`config.mk`:
```
export PLATFORM = sky130hd
export DESIGN_NAME = tx_desc_ring
export DESIGN_NICKNAME = d
export VERILOG_FILES = /design/src/rtl/tx_desc_pkg.sv /design/src/rtl/tx_desc_ctrl.sv /design/src/rtl/tx_desc_data.sv /design/src/rtl/tx_desc_ring.sv
export SDC_FILE = /design/constraint.sdc
export NUM_CORES = 1
export LEC_CHECK = 0
export CAP_MARGIN = 40
export CORE_AREA = 2 2 270 206
export CTS_CLUSTER_SIZE = 10
export DETAILED_ROUTE_END_ITERATION = 10
export DIE_AREA = 0 0 272 208
export GPL_ROUTABILITY_DRIVEN = 0
export PLACE_DENSITY_LB_ADDON = 0.1
export SLEW_MARGIN = 40
export SYNTH_ARGS = -nofsm -noshare
export SYNTH_HDL_FRONTEND = slang
export SYNTH_HIERARCHICAL = 1
export SYNTH_SLANG_ARGS = --single-unit
```
`constraint.sdc`:
```
create_clock -name clk -period 6.2 [get_ports clk]
set_input_delay 1.24 -clock clk [delete_from_list [all_inputs] [get_ports clk]]
set_output_delay 1.24 -clock clk [all_outputs]
set_load 0.005 [all_outputs]
```
`src/rtl/tx_desc_pkg.sv`:
```
package tx_desc_pkg;
  // Strobes from the ring control to the descriptor datapath
  typedef struct packed {
    logic wrEn;   // store the posted descriptor at wrIdx
    logic rdAdv;  // retire the descriptor at rdIdx and release its buffer
    logic launch; // head descriptor handed to the transmit engine
  } ringStrobes_t;
endpackage

```
`src/rtl/tx_desc_ctrl.sv`:
```
module tx_desc_ctrl
  import tx_desc_pkg::*;
#(
  parameter int DEPTH = 16,
  localparam int AW = $clog2(DEPTH),
  localparam int PW = AW + 1
) (
  input  logic          clk,
  input  logic          rstN,
  input  logic          postValid,
  input  logic          txReady,
  input  logic          txDone,
  output ringStrobes_t  strobes,
  output logic [AW-1:0] wrIdx,
  output logic [AW-1:0] rdIdx,
  output logic          txValid,
  output logic [PW-1:0] fillLevel,
  output logic          overflowFlag
);
  logic [PW-1:0] wrPtr, rdPtr;
  logic          inFlight;
  logic          ringEmpty, ringFull;
  logic          retire, accept, launch;

  // Pointers carry one extra wrap bit so that full and empty differ
  assign ringEmpty = (wrPtr == rdPtr);
  assign ringFull  = (wrPtr[AW] != rdPtr[AW]) && (wrPtr[AW-1:0] == rdPtr[AW-1:0]);

  assign txValid = !ringEmpty && !inFlight;
  assign launch  = txValid && txReady;
  assign retire  = inFlight && txDone;
  // A retire in the same cycle frees the slot the post needs
  assign accept  = postValid && (!ringFull || retire);

  assign strobes.wrEn   = accept;
  assign strobes.rdAdv  = retire;
  assign strobes.launch = launch;

  assign wrIdx     = wrPtr[AW-1:0];
  assign rdIdx     = rdPtr[AW-1:0];
  assign fillLevel = wrPtr - rdPtr;

  always_ff @(posedge clk) begin
    if (!rstN) begin
      wrPtr        <= '0;
      rdPtr        <= '0;
      inFlight     <= 1'b0;
      overflowFlag <= 1'b0;
    end else begin
      if (accept) wrPtr <= wrPtr + PW'(1);
      if (retire) rdPtr <= rdPtr + PW'(1);
      if (launch)      inFlight <= 1'b1;
      else if (retire) inFlight <= 1'b0;
      if (postValid && !accept) overflowFlag <= 1'b1;
    end
  end
endmodule

```
`src/rtl/tx_desc_data.sv`:
```
module tx_desc_data
  import tx_desc_pkg::*;
#(
  parameter int DEPTH = 16,
  parameter int CNT_W = 12,
  parameter int IDX_W = 8,
  localparam int AW = $clog2(DEPTH)
) (
  input  logic             clk,
  input  logic             rstN,
  input  ringStrobes_t     strobes,
  input  logic [AW-1:0]    wrIdx,
  input  logic [AW-1:0]    rdIdx,
  input  logic [CNT_W-1:0] postByteCount,
  input  logic [IDX_W-1:0] postBufIdx,
  output logic [CNT_W-1:0] txByteCount,
  output logic [IDX_W-1:0] txBufIdx,
  output logic             freeValid,
  output logic [IDX_W-1:0] freeIdx
);
  logic [CNT_W-1:0] cntArr [DEPTH];
  logic [IDX_W-1:0] bufArr [DEPTH];

  // One register pair per ring slot, loaded when the write index selects it
  for (genvar slot = 0; slot < DEPTH; slot++) begin : g_slot
    always_ff @(posedge clk) begin
      if (strobes.wrEn && (wrIdx == AW'(slot))) begin
        cntArr[slot] <= postByteCount;
        bufArr[slot] <= postBufIdx;
      end
    end
  end

  assign txByteCount = cntArr[rdIdx];
  assign txBufIdx    = bufArr[rdIdx];

  // Release strobe: registered, one cycle per retire
  always_ff @(posedge clk) begin
    if (!rstN) begin
      freeValid <= 1'b0;
      freeIdx   <= '0;
    end else begin
      freeValid <= strobes.rdAdv;
      if (strobes.rdAdv) freeIdx <= bufArr[rdIdx];
    end
  end
endmodule

```
`src/rtl/tx_desc_ring.sv`:
```
module tx_desc_ring
  import tx_desc_pkg::*;
#(
  parameter int DEPTH = 16,
  parameter int CNT_W = 12,
  parameter int IDX_W = 8,
  localparam int AW = $clog2(DEPTH),
  localparam int LVL_W = AW + 1
) (
  input  logic             clk,
  input  logic             rstN,
  input  logic             postValid,
  input  logic [CNT_W-1:0] postByteCount,
  input  logic [IDX_W-1:0] postBufIdx,
  output logic             txValid,
  input  logic             txReady,
  output logic [CNT_W-1:0] txByteCount,
  output logic [IDX_W-1:0] txBufIdx,
  input  logic             txDone,
  output logic             freeValid,
  output logic [IDX_W-1:0] freeIdx,
  output logic [LVL_W-1:0] fillLevel,
  output logic             overflowFlag
);
  ringStrobes_t  strobes;
  logic [AW-1:0] wrIdx, rdIdx;

  tx_desc_ctrl #(.DEPTH(DEPTH)) u_ctrl (
    .clk          (clk),
    .rstN         (rstN),
    .postValid    (postValid),
    .txReady      (txReady),
    .txDone       (txDone),
    .strobes      (strobes),
    .wrIdx        (wrIdx),
    .rdIdx        (rdIdx),
    .txValid      (txValid),
    .fillLevel    (fillLevel),
    .overflowFlag (overflowFlag)
  );

  tx_desc_data #(.DEPTH(DEPTH), .CNT_W(CNT_W), .IDX_W(IDX_W)) u_data (
    .clk           (clk),
    .rstN          (rstN),
    .strobes       (strobes),
    .wrIdx         (wrIdx),
    .rdIdx         (rdIdx),
    .postByteCount (postByteCount),
    .postBufIdx    (postBufIdx),
    .txByteCount   (txByteCount),
    .txBufIdx      (txBufIdx),
    .freeValid     (freeValid),
    .freeIdx       (freeIdx)
  );
endmodule

```
# After elaboration in Yosys (flattened, before gate mapping)
# Memory sizes are Yosys's and may differ from the RTL's. A register that Yosys moved wholly into a read port is not among the register bits.
# Cells that the tools add are included.
[word_totals]
output_inout_bits = 36
n_memories = 2
mem_bits_rw = 320
register_bits = 21
[mem_list]
columns = ["name", "depth", "word_bits", "read_ports", "rd_clocked_by_memory_dff", "write_ports", "line", "rtl"]
rows = [
  ["u_data.cntArr", 16, 12, 1, 1, 1, "tx_desc_data.sv:21", "logic [CNT_W-1:0] cntArr [DEPTH];"],
  ["u_data.bufArr", 16, 8, 1, 1, 1, "tx_desc_data.sv:22", "logic [IDX_W-1:0] bufArr [DEPTH];"],
]
[classes]
add_sub_neg = 3
eq_ne = 18
n_reduce_logical = 59
n_mux = 128
[op_table]
columns = ["cell", "n"]
rows = [
  ["12-bit two-way mux", 15],
  ["12-bit OR reduction", 15],
  ["4-bit two-way mux", 34],
  ["8-bit two-way mux", 15],
  ["8-bit OR reduction", 15],
  ["1-bit two-way mux", 64],
  ["4-bit == test, second input constant", 8],
  ["1-bit logical AND", 22],
  ["4-bit by 3-bit == test with 1-bit output, second input constant", 4],
  ["5-bit by 1-bit adder with 5-bit output, second input constant", 2],
  ["4-bit by 2-bit == test with 1-bit output, second input constant", 2],
  ["5-bit == test", 1],
  ["5-bit subtractor", 1],
  ["4-bit by 1-bit == test with 1-bit output, second input constant", 1],
  ["4-bit == test", 1],
  ["1-bit zero test", 4],
  ["4-bit zero test", 1],
  ["2-bit nonzero test", 1],
  ["1-bit logical OR", 1],
  ["1-bit != test", 1],
]

# Logic depth before layout (Yosys ltp)
# Gate-level depths: netlist of run 1.
[logic_depth]
depth_word = 24
ltp_mapped = 8
ltp_nobuf = 7

# By module
# Netlist of run 1, hierarchy kept.
[modules_own_cells]
columns = ["mod", "cells_each", "n_inst", "area_per_inst_um2", "seq_area_each_um2"]
rows = [
  ["tx_desc_data", 561, 1, 12508.2, 9789.4],
  ["tx_desc_ctrl", 87, 1, 832.0, 240.2],
]

# Worst setup path before layout of run 1
# No wires, ideal clock.
[synth_path]
kind = "input to register"
from = "input port txDone"
to = "memory u_data.bufArr[0][0], enable pin"
slack_ps = 2132
setup_time_ps = 422
arrival_time_ps = 3646
n_path_buf = 2
cell_stages = 7
path_cell_list = "and2_4 -> buf_6 -> o31ai_4 -> inv_1 -> buf_4 -> or3b_2 -> nor3_1"
[synth_via]
elab_chain_cells = 22
elab_cells_between_ends = 96
classes_between = "62 x mux; 34 x reduce/logical"
[synth_rtl]
columns = ["item", "line", "rtl"]
rows = [
  ["start, declared", "tx_desc_ring.sv:19", "input logic txDone,"],
  ["1-bit logical AND *", "tx_desc_ctrl.sv:31", "assign retire = inFlight && txDone;"],
  ["via u_ctrl.retire", "tx_desc_ctrl.sv:23", "logic retire, accept, launch;"],
  ["1-bit logical OR *", "tx_desc_ctrl.sv:33", "assign accept = postValid && (!ringFull || retire);"],
  ["1-bit logical AND *", "tx_desc_ctrl.sv:33", ""],
  ["via u_ctrl.accept", "tx_desc_ctrl.sv:23", ""],
  ["1-bit logical AND", "tx_desc_data.sv:27", "if (strobes.wrEn && (wrIdx == AW'(slot))) begin"],
  ["1-bit two-way mux", "tx_desc_data.sv:27", ""],
  ["1-bit two-way mux (not written as such)", "tx_desc_data.sv:29", "bufArr[slot] <= postBufIdx;"],
  ["8-bit OR reduction (no source line)", "--", ""],
  ["4-bit two-way mux (no source line) or 1-bit two-way mux (tied branches) (15 in a row)", "--", ""],
  ["end, declared", "tx_desc_data.sv:22", ""],
]
# The timed path passes the listed nets; every way through them passes the cells marked *.

==> results of run 1 <==
==> worst min-delay path by stage <==
stage,to,cells after the start
after floorplan,u_ctrl/overflowFlag$_SDFFE_PN0P_,2
after global placement,u_ctrl/overflowFlag$_SDFFE_PN0P_,2
after detailed placement,u_ctrl/overflowFlag$_SDFFE_PN0P_,2
after CTS,u_ctrl/overflowFlag$_SDFFE_PN0P_,2
after global routing,u_ctrl/overflowFlag$_SDFFE_PN0P_,2
final,u_ctrl/overflowFlag$_SDFFE_PN0P_,2
==> registers in the layout, indices dropped and copies added, names as in the netlist <==
name                 cells
u_ctrl/inFlight          1
u_ctrl/overflowFlag      1
u_data/bufArr          128
u_data/freeIdx           8
u_data/freeValid         1
u_data/cntArr          192
u_ctrl/rdPtr             5
u_ctrl/wrPtr             5
==> power by group through the flow <==
stage          Combinational [W]  Sequential, W  Clock [W]
3_3_place_gp            0.000253        0.00262          0
6_report                0.000248        0.00257    0.00205
5_1_grt                 0.000270        0.00257    0.00222
3_5_place_dp            0.000255        0.00262          0
4_1_cts                 0.000256        0.00257    0.00214
2_1_floorplan           0.000128        0.00261          0
==> layer usage <==
layer | global-route usage (%) | vias to the layer above | part of all wire (%)
met3 | 2.26 | 47 | 3.9
met4 | 3.28 | 0 | 2.1
met5 | 0 | - | 0
met1 | 17.4 | 3561 | 48
li1 | - | 2827 | -
met2 | 19.1 | 128 | 46
==> worst max-delay path, stage by stage (launching register included) <==
cell,delay (ns)
sky130_fd_sc_hd__dfxtp_4,0.74
sky130_fd_sc_hd__buf_4,0.47
sky130_fd_sc_hd__mux4_2,0.59
sky130_fd_sc_hd__mux4_2,0.50
sky130_fd_sc_hd__clkdlybuf4s50_1,0.47
==> through the flow <==
stage / setup WS (ns) / util (%) / total power [W] / hold WS, ns / area (um2)
after floorplan: 2.13 / - / 0.00273 / 0.482 / 13300
after global placement: 2.08 / 27.6 / 0.00287 / 0.475 / 14800
after detailed placement: 2.10 / 27.6 / 0.00287 / 0.486 / 14900
after CTS: 1.53 / 29.7 / 0.00496 / 0.500 / 16000
after global routing: 1.43 / 29.7 / 0.00506 / 0.564 / 16000
final: 1.63 / 29.7 / 0.00487 / 0.497 / 16000
==> cell type report <==
class	count	area (um2)
multi-input combinational	258	3090
tap	722	903
clock buffer	60	1100
fill	5210	37800
sequential	341	10000
timing repair buffer	83	811
inverter	8	30.0
==> impl_metrics.sql, run 1 <==
INSERT INTO impl_metrics (metric_group, metric, value, unit) VALUES
('global_route', 'track_usage', '12.2', '%'),
('sta', 'finalClockSkew', '0.0106', 'ns'),
('placement', 'port_buffers', '60', ''),
('yosys', 'ys_warn_count', '6', ''),
('sta', 'rsz0062_at_grt', 'no', ''),
('critical_path', 'worst_ep_required_time', '4.96', 'ns'),
('critical_path', 'crit_path_start', 'u_ctrl/rdPtr[0]$_SDFFE_PN0P_', ''),
('critical_path', 'r2r.worst_path.cells', '8', ''),
('sta', 'final_max_slew_viol_count', '0', ''),
('pwr', 'power.sequential.fraction', '52.8', '%'),
('yosys', 'synthesis.area', '13300', 'um2'),
('clocking', 'cts.repair_timing.setup_buffer_count', '0', ''),
('pwr', 'p_per_area', '305', 'nW/um2'),
('clocking', 'cts-resized-gates', '0', ''),
('run', 'maxCapViolCount', '0', ''),
('floorplan', 'die-area', '56600', 'um2'),
('global_route', 'grt_pass1_wl', '50.0', 'mm'),
('critical_path', 'worst_setup_path_end_kind', 'primary output', ''),
('sta', 'tns', '0', 'ns'),
('min_path', 'worst_hold_startpoint', 'u_ctrl/overflowFlag$_SDFFE_PN0P_', ''),
('pwr', 'switching_share', '20.4', '%'),
('sta', 'worst-slew-pin-transition', '0.793', 'ns'),
('floorplan', 'dieWidth', '272', 'um'),
('pwr', 'clock_power_share', '42.1', '%'),
('floorplan', 'rows', '74', ''),
('global_route', 'grt_pass1_vias', '7081', ''),
('yosys', 'synth_cells', '647', ''),
('global_route', 'grt_max_degree', '37', ''),
('cells_and_area', 'layout_commonest_cell', 'sky130_fd_sc_hd__edfxtp_1', ''),
('cells_and_area', 'share_of_cells_above_drive_strength_1', '22.7', '%'),
('drt', 'detailedRoute.firstPassIterationCount', '5', ''),
('critical_path', 'regToRegSetupSlack', '3.00', 'ns'),
('clocking', 'clock-root-buffer', 'sky130_fd_sc_hd__clkbuf_16', ''),
('sta', 'setup_viol_count_final', '0', ''),
('clocking', 'cts_tree', 'built', ''),
('sta', 'final.period_utilization', '73.8', '%'),
('sta', 'final.min_clock_period', '4.57', 'ns'),
('cells_and_area', 'flow.area_growth_from_synthesis', '19.8', '%'),
('pwr', 'power.net_switching', '0.000995', 'W'),
('cells_and_area', 'antenna_cells', '0', ''),
('drt', 'vias_per_cell', '4.46', ''),
('floorplan', 'boundaryPins', '61', ''),
('pwr', 'power_leakage', '4.75', 'nW'),
('cells_and_area', 'final_cell_mix', '320 x sky130_fd_sc_hd__edfxtp_1, 69 x sky130_fd_sc_hd__mux4_2, 60 x sky130_fd_sc_hd__clkdlybuf4s50_1, 41 x sky130_fd_sc_hd__clkbuf_16, 36 x sky130_fd_sc_hd__mux2i_1', ''),
('cells_and_area', 'number_of_nets_in_the_finished_design', '764', ''),
('placement', 'dp.final_hpwl', '20.1', 'mm'),
('yosys', 'synth_area_per_inst', '20.6', 'um2'),
('sta', 'slew_headroom', '46.9', '%'),
('yosys', 'synth.net_count', '679', ''),
('floorplan', 'starting_utilization_of_the_core_area', '24.8', '%'),
('critical_path', 'worstSetupEndpoint', 'txByteCount[0]', ''),
('drt', 'postRouteAntennaNets', '0', ''),
('clocking', 'count_of_hold_fix_buffers_inserted_at_cts', '0', ''),
('pwr', 'power.ir.vdd_worst', '0.146', 'mV'),
('critical_path', 'crit-reg2reg-launch', 'u_ctrl/rdPtr[1]$_SDFFE_PN0P_', ''),
('clocking', 'clk_transition_reported_paths', '0.05', 'ns'),
('cells_and_area', 'final_cells', '1472', ''),
('drt', 'drc_errors_left', '0', ''),
('clocking', 'cts_made_buffers', '40', ''),
('pwr', 'power_frac_comb', '5.1', '%'),
('global_route', 'grt-ovfl-total', '0', ''),
('clocking', 'clock_sinks', '341', ''),
('global_route', 'grt_antenna_before_repair', '0', ''),
('critical_path', 'startpoint_type', 'flip-flop', ''),
('clocking', 'clock_path_buffers', '3', ''),
('critical_path', 'setup.worst_path.class', 'reg2out', ''),
('floorplan', 'dieHeight', '208', 'um'),
('drt', 'vias', '6563', ''),
('sta', 'timing_hold_violations_final', '0', ''),
('floorplan', 'core', '53800', 'um2'),
('pwr', 'internal_power', '0.00388', 'W'),
('sta', 'maxClockFrequency', '0.219', 'GHz'),
('min_path', 'holdCritPathClass', 'reg2reg', ''),
('drt', 'drt_iter0_markers', '462', ''),
('clocking', 'cts_htree_levels', '2', ''),
('critical_path', 'timing.rr.end', 'u_data/bufArr[4][1]$_DFFE_PP_', ''),
('clocking', 'clock_insertion_delay_worst_skew', '0.52', 'ns'),
('critical_path', 'worst-endpoint-arrival', '3.33', 'ns'),
('drt', 'wl_per_cell', '23.4', 'um'),
('placement', 'placed_cells_incl_taps', '1412', ''),
('drt', 'wl', '34.4', 'mm'),
('run_status', 'run_status', 'completed', ''),
('critical_path', 'worstPathMaxFanout', '28', '');
(Power assumes the default switching activity.)
==> run 2, diff against run 1 <==
==> constraint.sdc (replaced) <==
create_clock -name clk -period 3.8 [get_ports clk]
set_input_delay 0.76 -clock clk [delete_from_list [all_inputs] [get_ports clk]]
set_output_delay 0.76 -clock clk [all_outputs]
set_load 0.005 [all_outputs]
==> run 2 against run 1 <==
  * Non-clock buffer count increased by 23
  * Global-route usage is 0.25 points lower
  * Die area did not move
  * Critical path depth rose by 4
  * Clock-buffer cell count decreased by 1
  * Worst setup slack worse by 1.4 ns
  * Sequential cell count unchanged
  * Sequential share of layout area decreased by 1.3 points
  * Largest power group unchanged
==> impl_metrics.sql, run 2 (synthesis gave the netlist of run 1 again) <==
INSERT INTO impl_metrics (metric_group, metric, value, unit) VALUES
('run_status', 'run_status', 'completed', ''),
('global_route', 'grt_antenna_before_repair', '0', ''),
('cells_and_area', 'max_flop_register', 'u_data/cntArr', ''),
('critical_path', 'setup.worst_path.class', 'reg2out', ''),
('clocking', 'cts_made_buffers', '41', ''),
('floorplan', 'starting_utilization_of_the_core_area', '24.8', '%'),
('critical_path', 'worst_setup_path_end_kind', 'primary output', ''),
('clocking', 'cts_tree', 'built', ''),
('pwr', 'internal_power', '0.00651', 'W'),
('clocking', 'count_of_hold_fix_buffers_inserted_at_cts', '0', ''),
('critical_path', 'worst-endpoint-arrival', '2.85', 'ns'),
('floorplan', 'core', '53800', 'um2'),
('pwr', 'power_frac_comb', '5.2', '%'),
('critical_path', 'worstPathMaxFanout', '17', ''),
('pwr', 'switching_share', '20.3', '%'),
('cells_and_area', 'final_cell_mix', '320 x sky130_fd_sc_hd__edfxtp_1, 69 x sky130_fd_sc_hd__mux4_2, 60 x sky130_fd_sc_hd__clkdlybuf4s50_1, 43 x sky130_fd_sc_hd__clkbuf_16, 38 x sky130_fd_sc_hd__buf_4', ''),
('sta', 'final.period_utilization', '95.0', '%'),
('drt', 'wl', '33.0', 'mm'),
('cells_and_area', 'antenna_cells', '0', ''),
('pwr', 'power.sequential.fraction', '51.2', '%'),
('floorplan', 'boundaryPins', '61', ''),
('clocking', 'clock-root-buffer', 'sky130_fd_sc_hd__clkbuf_16', ''),
('sta', 'slew_headroom', '48.3', '%'),
('cells_and_area', 'biggestRegsByFlops', 'u_data/cntArr x192, u_data/bufArr x128, u_data/freeIdx x8', ''),
('drt', 'vias_per_cell', '4.35', ''),
('critical_path', 'crit-reg2reg-launch', 'u_ctrl/wrPtr[0]$_SDFFE_PN0P_', ''),
('sta', 'timing_hold_violations_final', '0', ''),
('critical_path', 'worst_ep_required_time', '3.04', 'ns'),
('pwr', 'power.net_switching', '0.00166', 'W'),
('clocking', 'clock_path_buffers', '3', ''),
('clocking', 'cts_htree_levels', '2', ''),
('critical_path', 'worstSetupEndpoint', 'txBufIdx[1]', ''),
('global_route', 'grt_pass1_vias', '7060', ''),
('sta', 'final_max_slew_viol_count', '0', ''),
('cells_and_area', 'number_of_nets_in_the_finished_design', '788', ''),
('critical_path', 'r2r.worst_path.cells', '8', ''),
('pwr', 'p_per_area', '501', 'nW/um2'),
('cells_and_area', 'layout_commonest_cell', 'sky130_fd_sc_hd__edfxtp_1', ''),
('critical_path', 'regToRegSetupSlack', '0.86', 'ns'),
('drt', 'postRouteAntennaNets', '0', ''),
('floorplan', 'dieWidth', '272', 'um'),
('pwr', 'clock_power_share', '43.6', '%'),
('sta', 'rsz0062_at_grt', 'no', ''),
('sta', 'setup_viol_count_final', '0', ''),
('run', 'maxCapViolCount', '0', ''),
('sta', 'fin_hold_ws', '0.504', 'ns'),
('min_path', 'holdCritPathClass', 'reg2reg', ''),
('critical_path', 'timing.rr.end', 'u_data/cntArr[3][3]$_DFFE_PP_', ''),
('cells_and_area', 'n_fill_cell', '5189', ''),
('floorplan', 'rows', '74', ''),
('clocking', 'clock_sinks', '341', ''),
('clocking', 'clock_insertion_delay_worst_skew', '0.56', 'ns'),
('drt', 'wl_per_cell', '22.1', 'um'),
('sta', 'tns', '0', 'ns'),
('placement', 'port_buffers', '60', ''),
('global_route', 'track_usage', '12.0', '%'),
('cells_and_area', 'share_of_cells_above_drive_strength_1', '26.0', '%'),
('drt', 'drt_iter0_markers', '485', ''),
('clocking', 'clk_transition_reported_paths', '0.05', 'ns'),
('drt', 'detailedRoute.firstPassIterationCount', '5', ''),
('pwr', 'power.ir.vdd_worst', '0.279', 'mV'),
('placement', 'dp.final_hpwl', '20.0', 'mm'),
('sta', 'worst-slew-pin-transition', '0.773', 'ns'),
('global_route', 'grt_max_degree', '37', ''),
('drt', 'drc_errors_left', '0', ''),
('floorplan', 'dieHeight', '208', 'um'),
('critical_path', 'startpoint_type', 'flip-flop', ''),
('critical_path', 'crit_path_start', 'u_ctrl/rdPtr[0]$_SDFFE_PN0P_', ''),
('sta', 'final.min_clock_period', '3.61', 'ns'),
('cells_and_area', 'flow.area_growth_from_synthesis', '22.2', '%'),
('drt', 'vias', '6519', ''),
('cells_and_area', 'largest_reg_flops', '192', ''),
('sta', 'maxClockFrequency', '0.277', 'GHz'),
('global_route', 'grt_pass1_wl', '48.9', 'mm'),
('floorplan', 'die-area', '56600', 'um2'),
('pwr', 'power_leakage', '4.94', 'nW'),
('global_route', 'grt-ovfl-total', '0', ''),
('sta', 'finalClockSkew', '0.0143', 'ns');
## run 2: changes by cell type in the layout (fill, tap and decap cells not counted), moves of 2 or more
cell,delta
sky130_fd_sc_hd__nor2_4,-2
sky130_fd_sc_hd__buf_4,+18
sky130_fd_sc_hd__clkbuf_1,-4
sky130_fd_sc_hd__dfxtp_2,+2
sky130_fd_sc_hd__buf_12,+3
sky130_fd_sc_hd__nor2_2,+3
sky130_fd_sc_hd__clkbuf_16,+2
## run 2: final cells by class
class,instances,area [um2],share of cell area (%)
flip-flops and latches,341,10000,61.6
multi-input cells,258,3080,18.9
clock buffers,59,1150,7.03
repair buffers,106,1050,6.43
well taps,722,903,5.54
clock inverters,4,47.5,0.292
inverters,8,30.0,0.184
## run 2: worst min path at each step
stage	cells past startpoint	start	end	slack, ns
2_1_floorplan	2	u_ctrl/overflowFlag$_SDFFE_PN0P_	u_ctrl/overflowFlag$_SDFFE_PN0P_	0.48
3_3_place_gp	2	u_ctrl/overflowFlag$_SDFFE_PN0P_	u_ctrl/overflowFlag$_SDFFE_PN0P_	0.48
3_5_place_dp	2	u_ctrl/overflowFlag$_SDFFE_PN0P_	u_ctrl/overflowFlag$_SDFFE_PN0P_	0.49
4_1_cts	2	u_ctrl/overflowFlag$_SDFFE_PN0P_	u_ctrl/overflowFlag$_SDFFE_PN0P_	0.51
5_1_grt	2	u_data/freeIdx[5]$_SDFFE_PN0P_	u_data/freeIdx[5]$_SDFFE_PN0P_	0.56
6_report	2	u_ctrl/overflowFlag$_SDFFE_PN0P_	u_ctrl/overflowFlag$_SDFFE_PN0P_	0.50
## run 2: metrics by stage
stage | setup slack (ns) | cell area [um2] | instances | util (%) | total power, W
floorplan | 0.212 | 13300 | 647 | - | 0.00446
detailed placement | 0.484 | 15000 | 1425 | 27.9 | 0.00469
finish | 0.189 | 16300 | 1498 | 30.3 | 0.00817
global placement | 0.512 | 15000 | 1425 | 27.8 | 0.00468
global route | 0.0601 | 16300 | 1498 | 30.3 | 0.00851
CTS | 0.0170 | 16200 | 1490 | 30.2 | 0.00831
## run 2: power groups by stage
stage	logic [W]	clock network, W	registers (W)
global route	0.000471	0.00386	0.00419
floorplan	0.000208	0	0.00425
detailed placement	0.000422	0	0.00427
global placement	0.000418	0	0.00427
CTS	0.000430	0.00370	0.00419
finish	0.000428	0.00356	0.00418
## run 2: critical path, cell delays in order (launching register included)
cell,delay (ns)
sky130_fd_sc_hd__dfxtp_4,0.37
sky130_fd_sc_hd__buf_12,0.15
sky130_fd_sc_hd__buf_12,0.16
sky130_fd_sc_hd__nor2b_1,0.13
sky130_fd_sc_hd__buf_4,0.18
sky130_fd_sc_hd__a222oi_1,0.48
sky130_fd_sc_hd__o211ai_1,0.21
sky130_fd_sc_hd__nand2_1,0.09
sky130_fd_sc_hd__clkdlybuf4s50_1,0.51
## run 2: metal layers
| layer | share of wire, % | up-vias | global-route usage, % |
|---|---|---|---|
| met5 | 0 | - | 0 |
| met4 | 1.6 | 0 | 3.07 |
| met3 | 3.5 | 36 | 2.67 |
| met2 | 47 | 93 | 18.8 |
| met1 | 48 | 3506 | 16.7 |
| li1 | - | 2884 | - |
## run 2: timing repair
item,4_1_cts,5_1_grt
endpoints found under the setup margin,16,4
hold endpoints to repair,0,0
buffers inserted,2,8
gates resized for setup,1,0
